===== config.mk =====
export PLATFORM = sky130hd
export DESIGN_NAME = tpg_csr_bank
export DESIGN_NICKNAME = d
export VERILOG_FILES = /design/src/rtl/tpg_csr_pkg.sv /design/src/rtl/tpg_csr_decode.sv /design/src/rtl/tpg_csr_commit.sv /design/src/rtl/tpg_csr_shadow.sv /design/src/rtl/tpg_csr_bank.sv
export SDC_FILE = /design/constraint.sdc
export NUM_CORES = 1
export LEC_CHECK = 0
export BUFFER_PORTS_ARGS = -buffer_cell sky130_fd_sc_hd__buf_2
export CAP_MARGIN = 20
export CORE_MARGIN = 1.5
export CORE_UTILIZATION = 55
export CTS_BUF_LIST = sky130_fd_sc_hd__clkbuf_4
export DETAILED_ROUTE_END_ITERATION = 8
export HOLD_SLACK_MARGIN = 0.08
export PLACE_DENSITY = 0.83
export SETUP_SLACK_MARGIN = 0.5
export SLEW_MARGIN = 25
export SYNTH_ARGS = -nofsm -noshare
export SYNTH_HDL_FRONTEND = slang
export SYNTH_SLANG_ARGS = --single-unit

===== constraint.sdc =====
create_clock -name clk -period 1.8 [get_ports clk]
set_clock_uncertainty 0.15 [all_clocks]
set_input_delay 0.27 -clock clk [delete_from_list [all_inputs] [get_ports clk]]
set_output_delay 0.27 -clock clk [all_outputs]
set_load 0.02 [all_outputs]

===== src/rtl/tpg_csr_pkg.sv =====
package tpg_csr_pkg;

  localparam logic [31:0] ID_WORD = 32'h6AF7_0236;

  localparam logic [15:0] OFF_ID     = 16'h0000;
  localparam logic [15:0] OFF_REV    = 16'h0004;
  localparam logic [15:0] OFF_NCFG   = 16'h0010;
  localparam logic [15:0] OFF_BPS    = 16'h0018;
  localparam logic [15:0] OFF_PIP    = 16'h001C;
  localparam logic [15:0] OFF_WIDTH  = 16'h0120;
  localparam logic [15:0] OFF_HEIGHT = 16'h0124;
  localparam logic [15:0] OFF_ILACE  = 16'h0128;
  localparam logic [15:0] OFF_STATUS = 16'h0140;
  localparam logic [15:0] OFF_CTRL   = 16'h0148;
  localparam logic [15:0] OFF_COMMIT = 16'h014C;
  localparam logic [15:0] OFF_PATSEL = 16'h0150;
  localparam logic [15:0] OFF_RSVD   = 16'h0154;
  localparam logic [15:0] OFF_C0     = 16'h015C;
  localparam logic [15:0] OFF_C1     = 16'h0160;
  localparam logic [15:0] OFF_C2     = 16'h0164;
  localparam logic [15:0] OFF_BARS   = 16'h0168;

  // bit positions of the one-hot write strobe vector
  localparam int W_WIDTH  = 0;
  localparam int W_HEIGHT = 1;
  localparam int W_ILACE  = 2;
  localparam int W_CTRL   = 3;
  localparam int W_COMMIT = 4;
  localparam int W_PATSEL = 5;
  localparam int W_RSVD   = 6;
  localparam int W_C0     = 7;
  localparam int W_C1     = 8;
  localparam int W_C2     = 9;
  localparam int W_BARS   = 10;
  localparam int NUM_WSEL = 11;

  localparam int NUM_PLANES = 3;

  typedef struct packed {
    logic [15:0] width;
    logic [15:0] height;
    logic [3:0]  ilace;
    logic [2:0]  pattern;
    logic [1:0]  bars;
  } img_cfg_t;

endpackage


===== src/rtl/tpg_csr_decode.sv =====
module tpg_csr_decode
  import tpg_csr_pkg::*;
(
  input  logic [15:0]         csr_addr,
  input  logic                csr_wr,
  output logic [NUM_WSEL-1:0] wr_vec,
  output logic                wr_setting
);

  always_comb begin
    wr_vec = '0;
    if (csr_wr) begin
      case (csr_addr)
        OFF_WIDTH:  wr_vec[W_WIDTH]  = 1'b1;
        OFF_HEIGHT: wr_vec[W_HEIGHT] = 1'b1;
        OFF_ILACE:  wr_vec[W_ILACE]  = 1'b1;
        OFF_CTRL:   wr_vec[W_CTRL]   = 1'b1;
        OFF_COMMIT: wr_vec[W_COMMIT] = 1'b1;
        OFF_PATSEL: wr_vec[W_PATSEL] = 1'b1;
        OFF_RSVD:   wr_vec[W_RSVD]   = 1'b1;
        OFF_C0:     wr_vec[W_C0]     = 1'b1;
        OFF_C1:     wr_vec[W_C1]     = 1'b1;
        OFF_C2:     wr_vec[W_C2]     = 1'b1;
        OFF_BARS:   wr_vec[W_BARS]   = 1'b1;
        default:    wr_vec = '0;
      endcase
    end
  end

  assign wr_setting = |wr_vec;

endmodule


===== src/rtl/tpg_csr_commit.sv =====
module tpg_csr_commit (
  input  logic clk,
  input  logic rst_n,
  input  logic wr_setting,
  input  logic wr_commit,
  input  logic field_boundary,
  output logic pending,
  output logic armed,
  output logic load
);

  logic pend_q, pend_n;
  logic arm_q, arm_n;

  assign load = arm_q & field_boundary;

  always_comb begin
    pend_n = pend_q;
    arm_n  = arm_q;
    if (load) begin
      pend_n = 1'b0;
      arm_n  = 1'b0;
    end
    if (wr_setting) pend_n = 1'b1;
    if (wr_commit)  arm_n  = 1'b1;
  end

  always_ff @(posedge clk or negedge rst_n) begin
    if (!rst_n) begin
      pend_q <= 1'b0;
      arm_q  <= 1'b0;
    end else begin
      pend_q <= pend_n;
      arm_q  <= arm_n;
    end
  end

  assign pending = pend_q;
  assign armed   = arm_q;

  AST_PEND_SET: assert property (@(posedge clk) disable iff (!rst_n)
    wr_setting |=> pending);
  AST_PEND_CLR: assert property (@(posedge clk) disable iff (!rst_n)
    (armed && field_boundary && !wr_setting) |=> !pending);
  AST_ARM_KEEP: assert property (@(posedge clk) disable iff (!rst_n)
    (armed && !field_boundary) |=> armed);

endmodule


===== src/rtl/tpg_csr_shadow.sv =====
module tpg_csr_shadow
  import tpg_csr_pkg::*;
#(
  parameter int BPS = 10
) (
  input  logic                             clk,
  input  logic                             rst_n,
  input  logic [NUM_WSEL-1:0]              wr_vec,
  input  logic [15:0]                      wdata,
  input  logic                             load,
  output img_cfg_t                         shd_cfg,
  output img_cfg_t                         act_cfg,
  output logic [NUM_PLANES-1:0][BPS-1:0]   shd_color,
  output logic [NUM_PLANES-1:0][BPS-1:0]   act_color
);

  img_cfg_t shd_q, shd_n, act_q, act_n;

  always_comb begin
    shd_n = shd_q;
    if (wr_vec[W_WIDTH])  shd_n.width   = wdata;
    if (wr_vec[W_HEIGHT]) shd_n.height  = wdata;
    if (wr_vec[W_ILACE])  shd_n.ilace   = wdata[3:0];
    if (wr_vec[W_PATSEL]) shd_n.pattern = wdata[2:0];
    if (wr_vec[W_BARS])   shd_n.bars    = wdata[1:0];
    act_n = load ? shd_q : act_q;
  end

  always_ff @(posedge clk or negedge rst_n) begin
    if (!rst_n) begin
      shd_q <= '0;
      act_q <= '0;
    end else begin
      shd_q <= shd_n;
      act_q <= act_n;
    end
  end

  assign shd_cfg = shd_q;
  assign act_cfg = act_q;

  for (genvar p = 0; p < NUM_PLANES; p++) begin : g_plane
    logic [BPS-1:0] cs_q, cs_n, ca_q, ca_n;
    assign cs_n = wr_vec[W_C0 + p] ? wdata[BPS-1:0] : cs_q;
    assign ca_n = load ? cs_q : ca_q;
    always_ff @(posedge clk or negedge rst_n) begin
      if (!rst_n) begin
        cs_q <= '0;
        ca_q <= '0;
      end else begin
        cs_q <= cs_n;
        ca_q <= ca_n;
      end
    end
    assign shd_color[p] = cs_q;
    assign act_color[p] = ca_q;

    AST_COLOR_HOLD: assert property (@(posedge clk) disable iff (!rst_n)
      !load |=> $stable(act_color[p]));
  end

  AST_ACT_HOLD: assert property (@(posedge clk) disable iff (!rst_n)
    !load |=> $stable(act_cfg));
  AST_ACT_LOAD: assert property (@(posedge clk) disable iff (!rst_n)
    load |=> (act_cfg == $past(shd_cfg)));

endmodule


===== src/rtl/tpg_csr_bank.sv =====
module tpg_csr_bank
  import tpg_csr_pkg::*;
#(
  parameter int          BPS      = 10,
  parameter int          PIX_PAR  = 2,
  parameter int          NUM_CFG  = 4,
  parameter logic [31:0] REV_WORD = 32'h0001_0000
) (
  input  logic           clk,
  input  logic           rst_n,
  input  logic [15:0]    csr_addr,
  input  logic           csr_wr,
  input  logic [31:0]    csr_wdata,
  input  logic           csr_rd,
  output logic [31:0]    csr_rdata,
  input  logic           field_boundary,
  input  logic           field_active,
  output logic           act_go,
  output logic [15:0]    act_width,
  output logic [15:0]    act_height,
  output logic [3:0]     act_ilace,
  output logic [2:0]     act_pattern,
  output logic [1:0]     act_bars,
  output logic [BPS-1:0] act_c0,
  output logic [BPS-1:0] act_c1,
  output logic [BPS-1:0] act_c2
);

  localparam int PAD = 32 - BPS;

  logic [NUM_WSEL-1:0]            wr_vec;
  logic                           wr_setting;
  logic                           pending, armed, load;
  img_cfg_t                       shd_cfg, act_cfg;
  logic [NUM_PLANES-1:0][BPS-1:0] shd_color, act_color;
  logic                           go_q, go_n;
  logic [31:0]                    rdata_q, rdata_n;
  logic                           unused_wdata;

  assign unused_wdata = ^{csr_wdata[31:16], armed};

  tpg_csr_decode u_decode (
    .csr_addr   (csr_addr),
    .csr_wr     (csr_wr),
    .wr_vec     (wr_vec),
    .wr_setting (wr_setting)
  );

  tpg_csr_commit u_commit (
    .clk            (clk),
    .rst_n          (rst_n),
    .wr_setting     (wr_setting),
    .wr_commit      (wr_vec[W_COMMIT]),
    .field_boundary (field_boundary),
    .pending        (pending),
    .armed          (armed),
    .load           (load)
  );

  tpg_csr_shadow #(.BPS(BPS)) u_shadow (
    .clk       (clk),
    .rst_n     (rst_n),
    .wr_vec    (wr_vec),
    .wdata     (csr_wdata[15:0]),
    .load      (load),
    .shd_cfg   (shd_cfg),
    .act_cfg   (act_cfg),
    .shd_color (shd_color),
    .act_color (act_color)
  );

  // go bit acts immediately, outside the double buffer
  assign go_n = wr_vec[W_CTRL] ? csr_wdata[0] : go_q;

  always_comb begin
    case (csr_addr)
      OFF_ID:     rdata_n = ID_WORD;
      OFF_REV:    rdata_n = REV_WORD;
      OFF_NCFG:   rdata_n = 32'(NUM_CFG);
      OFF_BPS:    rdata_n = 32'(BPS);
      OFF_PIP:    rdata_n = 32'(PIX_PAR);
      OFF_WIDTH:  rdata_n = {16'h0, shd_cfg.width};
      OFF_HEIGHT: rdata_n = {16'h0, shd_cfg.height};
      OFF_ILACE:  rdata_n = {28'h0, shd_cfg.ilace};
      OFF_STATUS: rdata_n = {30'h0, pending, field_active};
      OFF_CTRL:   rdata_n = {31'h0, go_q};
      OFF_PATSEL: rdata_n = {29'h0, shd_cfg.pattern};
      OFF_C0:     rdata_n = {{PAD{1'b0}}, shd_color[0]};
      OFF_C1:     rdata_n = {{PAD{1'b0}}, shd_color[1]};
      OFF_C2:     rdata_n = {{PAD{1'b0}}, shd_color[2]};
      OFF_BARS:   rdata_n = {30'h0, shd_cfg.bars};
      default:    rdata_n = 32'h0;
    endcase
  end

  always_ff @(posedge clk or negedge rst_n) begin
    if (!rst_n) begin
      go_q    <= 1'b0;
      rdata_q <= '0;
    end else begin
      go_q <= go_n;
      if (csr_rd) rdata_q <= rdata_n;
    end
  end

  assign csr_rdata   = rdata_q;
  assign act_go      = go_q;
  assign act_width   = act_cfg.width;
  assign act_height  = act_cfg.height;
  assign act_ilace   = act_cfg.ilace;
  assign act_pattern = act_cfg.pattern;
  assign act_bars    = act_cfg.bars;
  assign act_c0      = act_color[0];
  assign act_c1      = act_color[1];
  assign act_c2      = act_color[2];

  AST_ID_WORD: assert property (@(posedge clk) disable iff (!rst_n)
    (csr_rd && csr_addr == OFF_ID) |=> (csr_rdata == 32'h6AF7_0236));
  AST_RDATA_HOLD: assert property (@(posedge clk) disable iff (!rst_n)
    !csr_rd |=> $stable(csr_rdata));
  AST_GO_FOLLOW: assert property (@(posedge clk) disable iff (!rst_n)
    (csr_wr && csr_addr == OFF_CTRL) |=> (act_go == $past(csr_wdata[0])));
  AST_STATUS_BUSY: assert property (@(posedge clk) disable iff (!rst_n)
    (csr_rd && csr_addr == OFF_STATUS) |=> (csr_rdata[0] == $past(field_active)));

endmodule


Word level (Yosys, flattened, before mapping)
Cells that the tools add are included.
Storage, ports and cells
  input port bits: 54
  logic and storage cells: 57
  output and inout bits: 104
  register bits: 177
Cells by class
  reduce and logical (&&, ||, !) cells: 4
  mux-type cells: 16
  bitwise logic cells: 1
  eq/ne operators: 16
Operators by type and width (count)
  31-bit one-hot mux with 15 select lines: 1
  16-bit by 9-bit equality test with 1-bit output (second input constant): 12
  16-bit by 5-bit equality test with 1-bit output (second input constant): 3
  16-bit by 3-bit equality test with 1-bit output (second input constant): 1
  16-bit logical NOT: 1
  1-bit 2-to-1 mux: 14
  11-bit 2-to-1 mux: 1
  11-bit OR reduction: 1
  2-bit nonzero test: 2
  1-bit bitwise AND: 1

Longest topological paths before layout
Gate-level depths: netlist of run 1.
  depth in word-level cells: 5
  gate-level depth with buffers: 9
  mapped depth without buffers: 6

Cells and area by module
Synthesis of run 1 repeated with hierarchy kept, for this count alone.
Unflattened totals
  cell total of the unflattened synthesis: 522
  area total of the unflattened synthesis: 7552.2 um^2
Modules (own cells, without submodules)
  tpg_csr_shadow: area an instance 5656.7 um^2, sequential area each 3553.4 um^2, cells each 299, times used 1
  tpg_csr_bank: area an instance 1596.5 um^2, sequential area each 475.5 um^2, cells each 182, times used 1
  tpg_csr_decode: area an instance 221.5 um^2, sequential area each 0.0 um^2, cells each 34, times used 1
  tpg_csr_commit: area an instance 77.6 um^2, sequential area each 50.0 um^2, cells each 7, times used 1

Worst setup path after synthesis of run 1
OpenSTA, ideal clock, no wires.
  path kind: input -> register
  start point: in csr_addr[3]
  end point: reg u_shadow.g_plane[1].cs_q[0]
  stages: 6
  setup slack: -0.475 ns
  arrival: 2.000 ns
  buffers on the path: 2
  library setup time: 0.125 ns
  data required time: 1.525 ns
  cell sequence: buf_4 or4_4 or2_1 buf_2 nor3_4 mux2_2
Between the ends
  cells in the longest elaborated chain, start to end: 3
Ends and longest elaborated chain
  from (decl): line tpg_csr_bank.sv:11  | input logic [15:0] csr_addr,
  16-bit by 9-bit equality test with 1-bit output: line tpg_csr_decode.sv:13  | case (csr_addr)
  1-bit 2-to-1 mux: line tpg_csr_decode.sv:13
  11-bit 2-to-1 mux: line tpg_csr_decode.sv:12  | if (csr_wr) begin
  to (signal assigned): line tpg_csr_shadow.sv:51  | cs_q <= cs_n;
  to (decl): line tpg_csr_shadow.sv:43  | logic [BPS-1:0] cs_q, cs_n, ca_q, ca_n;
Every way passes these cells.
A chain may end at the register's enable or synchronous reset.

Worst setup path after layout of run 1
  start point: in csr_addr[3]
  end point: reg rdata_q[3], in the netlist csr_rdata[3]
Between the ends
  cells in the longest elaborated chain, start to end: 2
  elaborated cells between the ends (all ways): 16
  those cells by class: 14 x eq/ne; 1 x mux; 1 x reduce/logical
Ends and longest elaborated chain
  16-bit by 9-bit equality test with 1-bit output (tied with other cells): line tpg_csr_bank.sv:76  | case (csr_addr)
  31-bit one-hot mux with 15 select lines *: line tpg_csr_bank.sv:76
  to (signal assigned): line tpg_csr_bank.sv:102  | if (csr_rd) rdata_q <= rdata_n;
  to (decl): line tpg_csr_bank.sv:37  | logic [31:0] rdata_q, rdata_n;
Every way passes the cells marked *; elsewhere a longest branch is shown, timed or not.

==> reports/qor.yml, run 1 <==
run_status:
  status: "finished, violations left"
  violated_checks: "hold timing, setup timing"
timing:
  final.min_clock_period_ns: 2.15
  worst_slew_margin_rel: 0.518
  worst_max_slew_pin_slew_ns: 0.718
  drv_slew: 0
  finalWorstSetupSlack_ns: -0.348
  share_of_the_clock_period_used_by_the_worst_path_after_layout: 1.19
  hold_viol_final: 12
  final.hold.worst_slack_ns: -0.00906
  setup_viol: 8
  timing.setup.tns_ns: -1.51
  fmaxAchievable_mhz: 465
  grt_setup_unrepaired: "yes"
global_routing:
  grt_max_degree: 48
  grt_first_pass_wirelength_mm: 40.6
  gr-usage-all-layers: 0.422
  grt.overflow.total: 0
  antenna_violations_before_repair: 3
  first_global_vias: 6765
finish:
  layout_common_cells: "dfrtp_1 (162), buf_6 (130), buf_4 (126)"
  layoutNonFillerInstCount: 1017
  area_growth_pct: 65.1
  final_area_mm2: 0.0115
  drive_above_1_share: 0.669
  design.final.nets: 893
  finalCoreUtilization: 0.946
  num_antenna_cells: 0
  final_common_cell: "dfrtp_1"
drt:
  wire_per_inst_um: 33.7
  total_wirelength_mm: 34.2
  drc: 0
  route.antenna.remaining_nets: 0
  dr_total_vias: 6971
  route.detailed.vias_per_inst: 6.85
  drt_first_pass_iters: 8
  detail_route.iter0.violations: 1000
clock_tree:
  htreeDepth: 4
  tritoncts_num_sinks: 163
  cts.path.max_buffers: 2
  cts_root_buf: "clkbuf_4"
  cts-hold-fix-buffers: 21
  clock_insertion_delay_worst_skew_ns: 0.61
  tritoncts_buffer_count: 17
  tritoncts: "yes"
  cts.reportedPaths.clkPinSlew_ns: 0.16
logic_synthesis:
  ys_types: 49
  synthesis.area_per_instance_um2: 13.8
  post_synth_instance_area_mm2: 0.00697
  yosys_warnings: 0
  synth_instances: 506
  seq_area_frac_synth: 0.585
  yosys_register_bits: 163
setup_path:
  critical_path.reg2reg.endpoint: "csr_rdata[3]"
  crit_path_end: "csr_rdata[3]"
  worstSetupStartpointType: "input port"
  worst-endpoint-arrival_ns: 2.45
  crit_path_start: "csr_addr[3]"
  worstRegToRegCells: 4
  crit_required_ns: 2.10
  critical_path.endpoint_type: "register"
  path_max_fanout: 4
  worst_r2r_startpoint: "u_shadow.shd_cfg[8]"
  timing_worst_setup_path_type: "in -> reg"
  rrSetupSlack_ns: 0.08
pwr:
  power.ir.vdd_worst_uv: 663
  p_per_area_mw_per_mm2: 576
  power.share.sequential: 0.561
  power.static_leakage_nw: 6.06
  power.total_mw: 6.62
  fraction_of_power_consumed_by_the_clock_network: 0.344
  pwr-share-comb: 0.096
  psw_mw: 1.85
  intPower_mw: 4.77
  swShare: 0.279
floorplanning:
  fp.coreArea_mm2: 0.0122
  rows: 40
  die_height_um: 116
  pin_count: 158
  starting_utilization_of_the_core_area: 0.573
  die_w_um: 116
  design.die.area_mm2: 0.0134
placement:
  preCtsSetupSlack_ns: -0.514
  routabilityCongestion: 0.894
  port_buffers: 136
  dpl.hpwl_mm: 13.7
  dp.cells: 862
  dpl-instance-area_mm2: 0.00842
flow_run:
  cap_violations: 0
worst_hold_path:
  worstHoldPathType: "in -> async"
## per-layer routing
metal / wire length, um / GRT usage / up-vias
met5: 26 / 0 / -
met4: 3320 / 0.260 / 4
met3: 4410 / 0.119 / 305
met2: 15600 / 0.703 / 724
met1: 10900 / 0.486 / 3405
li1: - / - / 2533
## power by group through the flow
| stage | clock network, mW | logic, mW | registers (mW) |
|---|---|---|---|
| global route | 2.36 | 0.657 | 3.72 |
| detailed placement | 0 | 0.396 | 3.77 |
| global placement | 0 | 0.386 | 3.77 |
| finish | 2.28 | 0.634 | 3.71 |
| floorplan | 0 | 0.110 | 3.80 |
| CTS | 2.07 | 0.529 | 3.71 |
## logic make-up (layout without fill, tap and decap cells)
logic type / Yosys count / in the layout / synth area share
AND/OR/NAND/NOR: 95 / 95 / 0.0787
buffers and inverters: 43 / 382 / 0.0341
multiplexers: 145 / 145 / 0.234
AO/OA/AOI/OAI: 59 / 59 / 0.0670
flip-flops: 163 / 163 / 0.585
other: 1 / 5 / 0.000538
## layout make-up
type | instances | area, um2
Clock buffer | 19 | 143
Clock inverter | 10 | 111
Fill cell | 309 | 659
Inverter | 5 | 18.8
Multi-Input combinational cell | 304 | 3450
Sequential cell | 163 | 4080
Tap cell | 168 | 210
Timing Repair Buffer | 348 | 3490
## timing repair
| item | CTS | global route |
|---|---|---|
| setup buffers | 47 | 49 |
| endpoints found under the setup margin | 250 | 261 |
| endpoints found under the hold margin | 238 | 33 |
| cloned | 8 | 1 |
| gates resized for setup | 350 | 68 |
| pin swaps | 54 | 31 |
## synth_stat cells, drive strengths merged
| cell | instances | share of area |
|---|---|---|
| dfrtp | 163 | 0.59 |
| mux2 | 145 | 0.23 |
| nor2 | 26 | 0.014 |
| buf | 25 | 0.024 |
| nor3 | 23 | 0.024 |
| clkbuf | 13 | 0.0072 |
| nand2 | 13 | 0.0070 |
| a221oi | 12 | 0.015 |
| nand3 | 12 | 0.0086 |
| a21oi | 9 | 0.0065 |
| a22oi | 9 | 0.0097 |
| a222oi | 6 | 0.0086 |
| a31oi | 5 | 0.0045 |
| inv | 4 | 0.0022 |
| or3 | 4 | 0.0036 |
| nand4 | 3 | 0.0027 |
| o221a | 3 | 0.0048 |
| a22o | 2 | 0.0025 |
| nor2b | 2 | 0.0018 |
| nor4 | 2 | 0.0027 |
| nor4b | 2 | 0.0034 |
| o31ai | 2 | 0.0022 |
| o32ai | 2 | 0.0025 |
| o41ai | 2 | 0.0025 |
| or4 | 2 | 0.0027 |
| a2111o | 1 | 0.0016 |
| a211oi | 1 | 0.0011 |
| a21o | 1 | 0.0011 |
| a32oi | 1 | 0.0013 |
| a41oi | 1 | 0.0013 |
| and2 | 1 | 0.00090 |
| clkinv | 1 | 0.00054 |
| conb | 1 | 0.00054 |
| nand2b | 1 | 0.0020 |
| nor3b | 1 | 0.0011 |
| o211ai | 1 | 0.0011 |
| o21ai | 1 | 0.00072 |
| or2 | 1 | 0.00090 |
| or3b | 1 | 0.0013 |
| or4b | 1 | 0.0014 |
## sequential cells by signal (all words and copies together) (netlist names)
name and flops:
u_shadow.shd_cfg 41, u_commit.pending 1, u_shadow.g_plane.ca_q 30, u_shadow.act_cfg 41
csr_rdata 18, act_go 1, u_shadow.g_plane.cs_q 30, u_commit.armed 1
## critical path, cell delays in order
cell and delay [ns]:
buf_6 0.10, or4_4 0.58, buf_6 0.16, buf_12 0.12
nor3_4 0.26, buf_6 0.20, a22o_1 0.20, a221oi_2 0.05
a31oi_1 0.50
## worst min-delay path by stage
| stage | slack (ns) | start | to |
|---|---|---|---|
| 3_3_place_gp | 0.04 | rst_n | u_shadow.act_cfg[24] |
| 5_1_grt | 0.004 | rst_n | u_shadow.act_cfg[4] |
| 4_1_cts | -0.005 | rst_n | csr_rdata[14] |
| 3_5_place_dp | 0.05 | rst_n | u_shadow.act_cfg[24] |
| 2_1_floorplan | -0.18 | rst_n | act_go |
| 6_report | -0.009 | rst_n | u_shadow.act_cfg[4] |
Note: power is estimated with default switching activity, not from simulation.
==> run 2: changes to the inputs <==
- clock period: 1.8 -> 2 ns (I/O delays scaled with it)
==> run 2 against run 1 <==
The flow now finishes without violations. Cell area shrank 5.0%. Clock power hardly changed. Sequential share of layout area grew 1.9 points. First-iteration DRC count down 35%. Combinational power down 16%. Die area unchanged. Critical endpoint is now csr_rdata[2]. Wire length decreased by 20%. Clock-buffer cell count shrank 1. Register-to-register slack better by 0.17 ns. Utilization fell by 4.8 points. Highest routed layer is now met4. Via count decreased by 10%.
==> reports/qor.yml, run 2 (synthesis gave the netlist of run 1 again) <==
run_status:
  status: "complete, no violations"
setup_path:
  worstSetupStartpointType: "input port"
  worst-endpoint-arrival_ns: 2.23
  path_max_fanout: 10
  timing_worst_setup_path_type: "in -> reg"
  crit_required_ns: 2.33
  critical_path.endpoint_type: "register"
finish:
  final_common_cell: "dfrtp_1"
  drive_above_1_share: 0.651
  layoutNonFillerInstCount: 987
  num_antenna_cells: 0
  final_area_mm2: 0.0109
  design.final.nets: 862
  layout_common_cells: "dfrtp_1 (162), buf_6 (127), mux2_2 (112)"
  area_growth_pct: 56.8
  finalCoreUtilization: 0.898
global_routing:
  gr-usage-all-layers: 0.363
  antenna_violations_before_repair: 0
  first_global_vias: 6182
  grt_max_degree: 62
  grt_first_pass_wirelength_mm: 35.3
  grt.overflow.total: 0
clock_tree:
  htreeDepth: 4
  cts_root_buf: "clkbuf_4"
  cts.path.max_buffers: 2
  tritoncts: "yes"
  clock_insertion_delay_worst_skew_ns: 0.59
  cts.reportedPaths.clkPinSlew_ns: 0.14
  tritoncts_buffer_count: 17
  tritoncts_num_sinks: 163
drt:
  wire_per_inst_um: 27.7
  route.detailed.vias_per_inst: 6.34
  dr_total_vias: 6256
  total_wirelength_mm: 27.4
  route.antenna.remaining_nets: 0
  drc: 0
  detail_route.iter0.violations: 647
  drt_first_pass_iters: 7
placement:
  port_buffers: 136
  dp.cells: 857
  preCtsSetupSlack_ns: -0.347
  dpl.hpwl_mm: 12.8
  dpl-instance-area_mm2: 0.00839
  routabilityCongestion: 0.871
timing:
  timing.setup.tns_ns: 0
  share_of_the_clock_period_used_by_the_worst_path_after_layout: 0.947
  hold_viol_final: 0
  final.hold.worst_slack_ns: 0.126
  final.min_clock_period_ns: 1.89
  grt_setup_unrepaired: "yes"
  fmaxAchievable_mhz: 528
  setup_viol: 0
  worst_max_slew_pin_slew_ns: 0.710
  finalWorstSetupSlack_ns: 0.105
  worst_slew_margin_rel: 0.526
  drv_slew: 0
floorplanning:
  rows: 40
  die_w_um: 116
  fp.coreArea_mm2: 0.0122
  pin_count: 158
  design.die.area_mm2: 0.0134
  die_height_um: 116
  starting_utilization_of_the_core_area: 0.573
flow_run:
  cap_violations: 0
pwr:
  power.ir.vdd_worst_uv: 702
  power.total_mw: 6.15
  p_per_area_mw_per_mm2: 563
  power.static_leakage_nw: 5.66
worst_hold_path:
  worstHoldPathType: "in -> async"
[run 2: cell type report]
cell class | count | area, um2
fill | 452 | 1240
clock buffer | 18 | 135
multi-input combinational | 304 | 3200
timing repair buffer | 317 | 3090
sequential | 163 | 4080
inverter | 5 | 18.8
clock inverter | 12 | 189
tap | 168 | 210
[run 2: repair_timing]
action / CTS / global route
gates cloned: 3 / 5
gates resized for setup: 299 / 34
endpoints found under the hold margin: 238 / 0
buffers inserted: 32 / 37
setup endpoints to repair: 243 / 258
hold buffers: 23 / 0
pin swaps: 47 / 31
[run 2: where the power goes]
part	internal, mW	switching (mW)
Clock	1.10	1.18
Combinational	0.235	0.295
Sequential	3.32	0.0193
[run 2: final timing paths]
path	startpoint	end	slack [ns]	depth (start not counted)
setup / recovery	csr_addr[4]	csr_rdata[2]	0.11	9
setup reg to reg	u_shadow.shd_cfg[11]	csr_rdata[2]	0.25	3
max in group asynchronous	rst_n	csr_rdata[29]	0.87	3
hold reg to reg	csr_rdata[12]	csr_rdata[12]	0.40	2
min in group clk	csr_addr[12]	csr_rdata[16]	0.14	6
hold / removal	rst_n	u_shadow.g_plane[2].ca_q[1]	0.13	2
[run 2: worst max-delay path, stage by stage]
cell,delay (ns)
buf_2,0.12
buf_4,0.20
inv_1,0.12
nand3_1,0.26
nor3_4,0.09
buf_6,0.15
a222oi_1,0.59
inv_1,0.12
o221a_2,0.28
[run 2: per-layer routing]
layer | GRT usage | part of all wire | vias up
li1 | - | - | 2469
met1 | 0.423 | 0.35 | 3124
met2 | 0.634 | 0.49 | 498
met3 | 0.0957 | 0.092 | 165
met4 | 0.160 | 0.067 | 0
met5 | 0 | 0 | -
==> run 3: changes to the inputs <==
- CORE_ASPECT_RATIO: default -> 1.1
==> run 3 against run 2 <==
Global-route usage is 0.10 points lower. Cell area decreased by 2.8%. Setup slack gained 0.14 ns. Total power is 6.3% lower. Via count fell by 1.2%. Register-to-register slack improved by 0.09 ns. Worst hold slack lost 0.064 ns. Combinational power is 2% lower. Utilization shrank 2.7 points. Die area about the same. Clock power shrank 17%. Sequential power hardly changed.
==> reports/qor.yml, run 3 (synthesis gave the netlist of run 1 again) <==
run_status:
  status: "complete, no violations"
global_routing:
  antenna_violations_before_repair: 1
  gr-usage-all-layers: 0.362
  grt.overflow.total: 0
  grt_max_degree: 57
  grt_first_pass_wirelength_mm: 34.9
  first_global_vias: 6267
finish:
  area_growth_pct: 52.4
  design.final.nets: 856
  fillCellCount: 461
  layout_common_cells: "dfrtp_1 (162), buf_6 (122), mux2_2 (120)"
  multi_input_area_mm2: 0.00315
  drive_above_1_share: 0.648
  final_common_cell: "dfrtp_1"
  ff_latch_area_mm2: 0.00408
pwr:
  power.static_leakage_nw: 5.51
  power.ir.vdd_worst_uv: 607
  p_per_area_mw_per_mm2: 543
clock_tree:
  cts.path.max_buffers: 2
  tritoncts_num_sinks: 163
  cts_root_buf: "clkbuf_4"
  tritoncts_buffer_count: 17
  htreeDepth: 4
  tritoncts: "yes"
  clock_insertion_delay_worst_skew_ns: 0.61
  cts.reportedPaths.clkPinSlew_ns: 0.13
drt:
  total_wirelength_mm: 25.6
  wire_per_inst_um: 26.4
  route.detailed.vias_per_inst: 6.38
  dr_total_vias: 6178
  detail_route.iter0.violations: 488
  route.antenna.remaining_nets: 0
  drt_first_pass_iters: 6
  drc: 0
floorplanning:
  design.die.area_mm2: 0.0134
  pin_count: 158
  starting_utilization_of_the_core_area: 0.572
  die_w_um: 110
  fp.coreArea_mm2: 0.0122
  rows: 42
  die_height_um: 121
timing:
  final.min_clock_period_ns: 1.75
  fmaxAchievable_mhz: 571
  setup_viol: 0
  worst_slew_margin_rel: 0.648
  timing.setup.tns_ns: 0
  hold_viol_final: 0
  worst_max_slew_pin_slew_ns: 0.529
  drv_slew: 0
  grt_setup_unrepaired: "yes"
  share_of_the_clock_period_used_by_the_worst_path_after_layout: 0.876
  final.hold.worst_slack_ns: 0.0621
setup_path:
  timing_worst_setup_path_type: "in -> reg"
  path_max_fanout: 6
  crit_required_ns: 2.39
  worstSetupStartpointType: "input port"
  worst-endpoint-arrival_ns: 2.14
  critical_path.endpoint_type: "register"
placement:
  routabilityCongestion: 0.940
  dpl.hpwl_mm: 13.4
  port_buffers: 136
flow_run:
  cap_violations: 0
worst_hold_path:
  worstHoldPathType: "in -> reg"
## run 3: cell count changes in the layout (fill, tap and decap cells not counted), sizes merged
cell         previous run  this run
bufinv                  5         2
clkbuf                 21        18
buf                   291       289
clkinvlp                0         2
diode                   0         1
dlygate4sd3            23        22
inv                     4         5
## run 3: final timing paths
check	cells after the start	from	endpoint	slack (ns)
max	7	csr_addr[2]	csr_rdata[2]	0.25
min	6	csr_addr[13]	csr_rdata[16]	0.06
max reg2reg	4	act_go	csr_rdata[0]	0.34
min reg2reg	1	u_shadow.g_plane[2].ca_q[6]	u_shadow.g_plane[2].ca_q[6]	0.40
max in group asynchronous	3	rst_n	u_shadow.g_plane[2].ca_q[7]	0.87
min in group asynchronous	2	rst_n	u_shadow.act_cfg[18]	0.08
## run 3: per-stage QoR
stage | cells | worst slack [ns] | utilization | area, um2 | total power, mW
2_1_floorplan | 510 | -0.274 | - | 7040 | 3.52
3_3_place_gp | 845 | -0.374 | 0.689 | 8400 | 3.73
3_5_place_dp | 845 | -0.367 | 0.689 | 8400 | 3.74
4_1_cts | 927 | 0.314 | 0.823 | 10000 | 5.64
5_1_grt | 968 | 0.251 | 0.871 | 10600 | 5.93
6_report | 968 | 0.247 | 0.871 | 10600 | 5.77
## run 3: critical path, cell delays in order
cell,delay (ns)
buf_2,0.10
or4_4,0.55
or2_4,0.33
o21ai_0,0.42
a21oi_1,0.10
nand3_1,0.12
o221a_2,0.20
## run 3: report_power, final
| part | internal, mW | switching [mW] |
|---|---|---|
| combinational | 0.225 | 0.294 |
| sequential | 3.32 | 0.0198 |
| clock | 0.723 | 1.19 |
| total | 4.26 | 1.51 |
## run 3: timing repair
action                                  in CTS  in global routing
hold buffers                                22                  0
endpoints found under the setup margin     250                218
resized for setup                          265                 53
buffers inserted                            28                 40
endpoints found under the hold margin      244                  0
gates cloned                                 2                  0
pin swaps                                   41                 32
## run 3: metal layers
layer	GRT usage	wire length, um
met4	0.181	1820
met2	0.608	12800
met1	0.416	8680
met3	0.108	2310
met5	0	0
## run 3: layout make-up
type	instances	area share
sequential	163	0.384
antenna	1	0.000236
multi-input combinational	304	0.297
clock buffer	18	0.0127
clock inverter	12	0.0110
tap	154	0.0181
timing repair buffer	311	0.275
inverter	5	0.00177
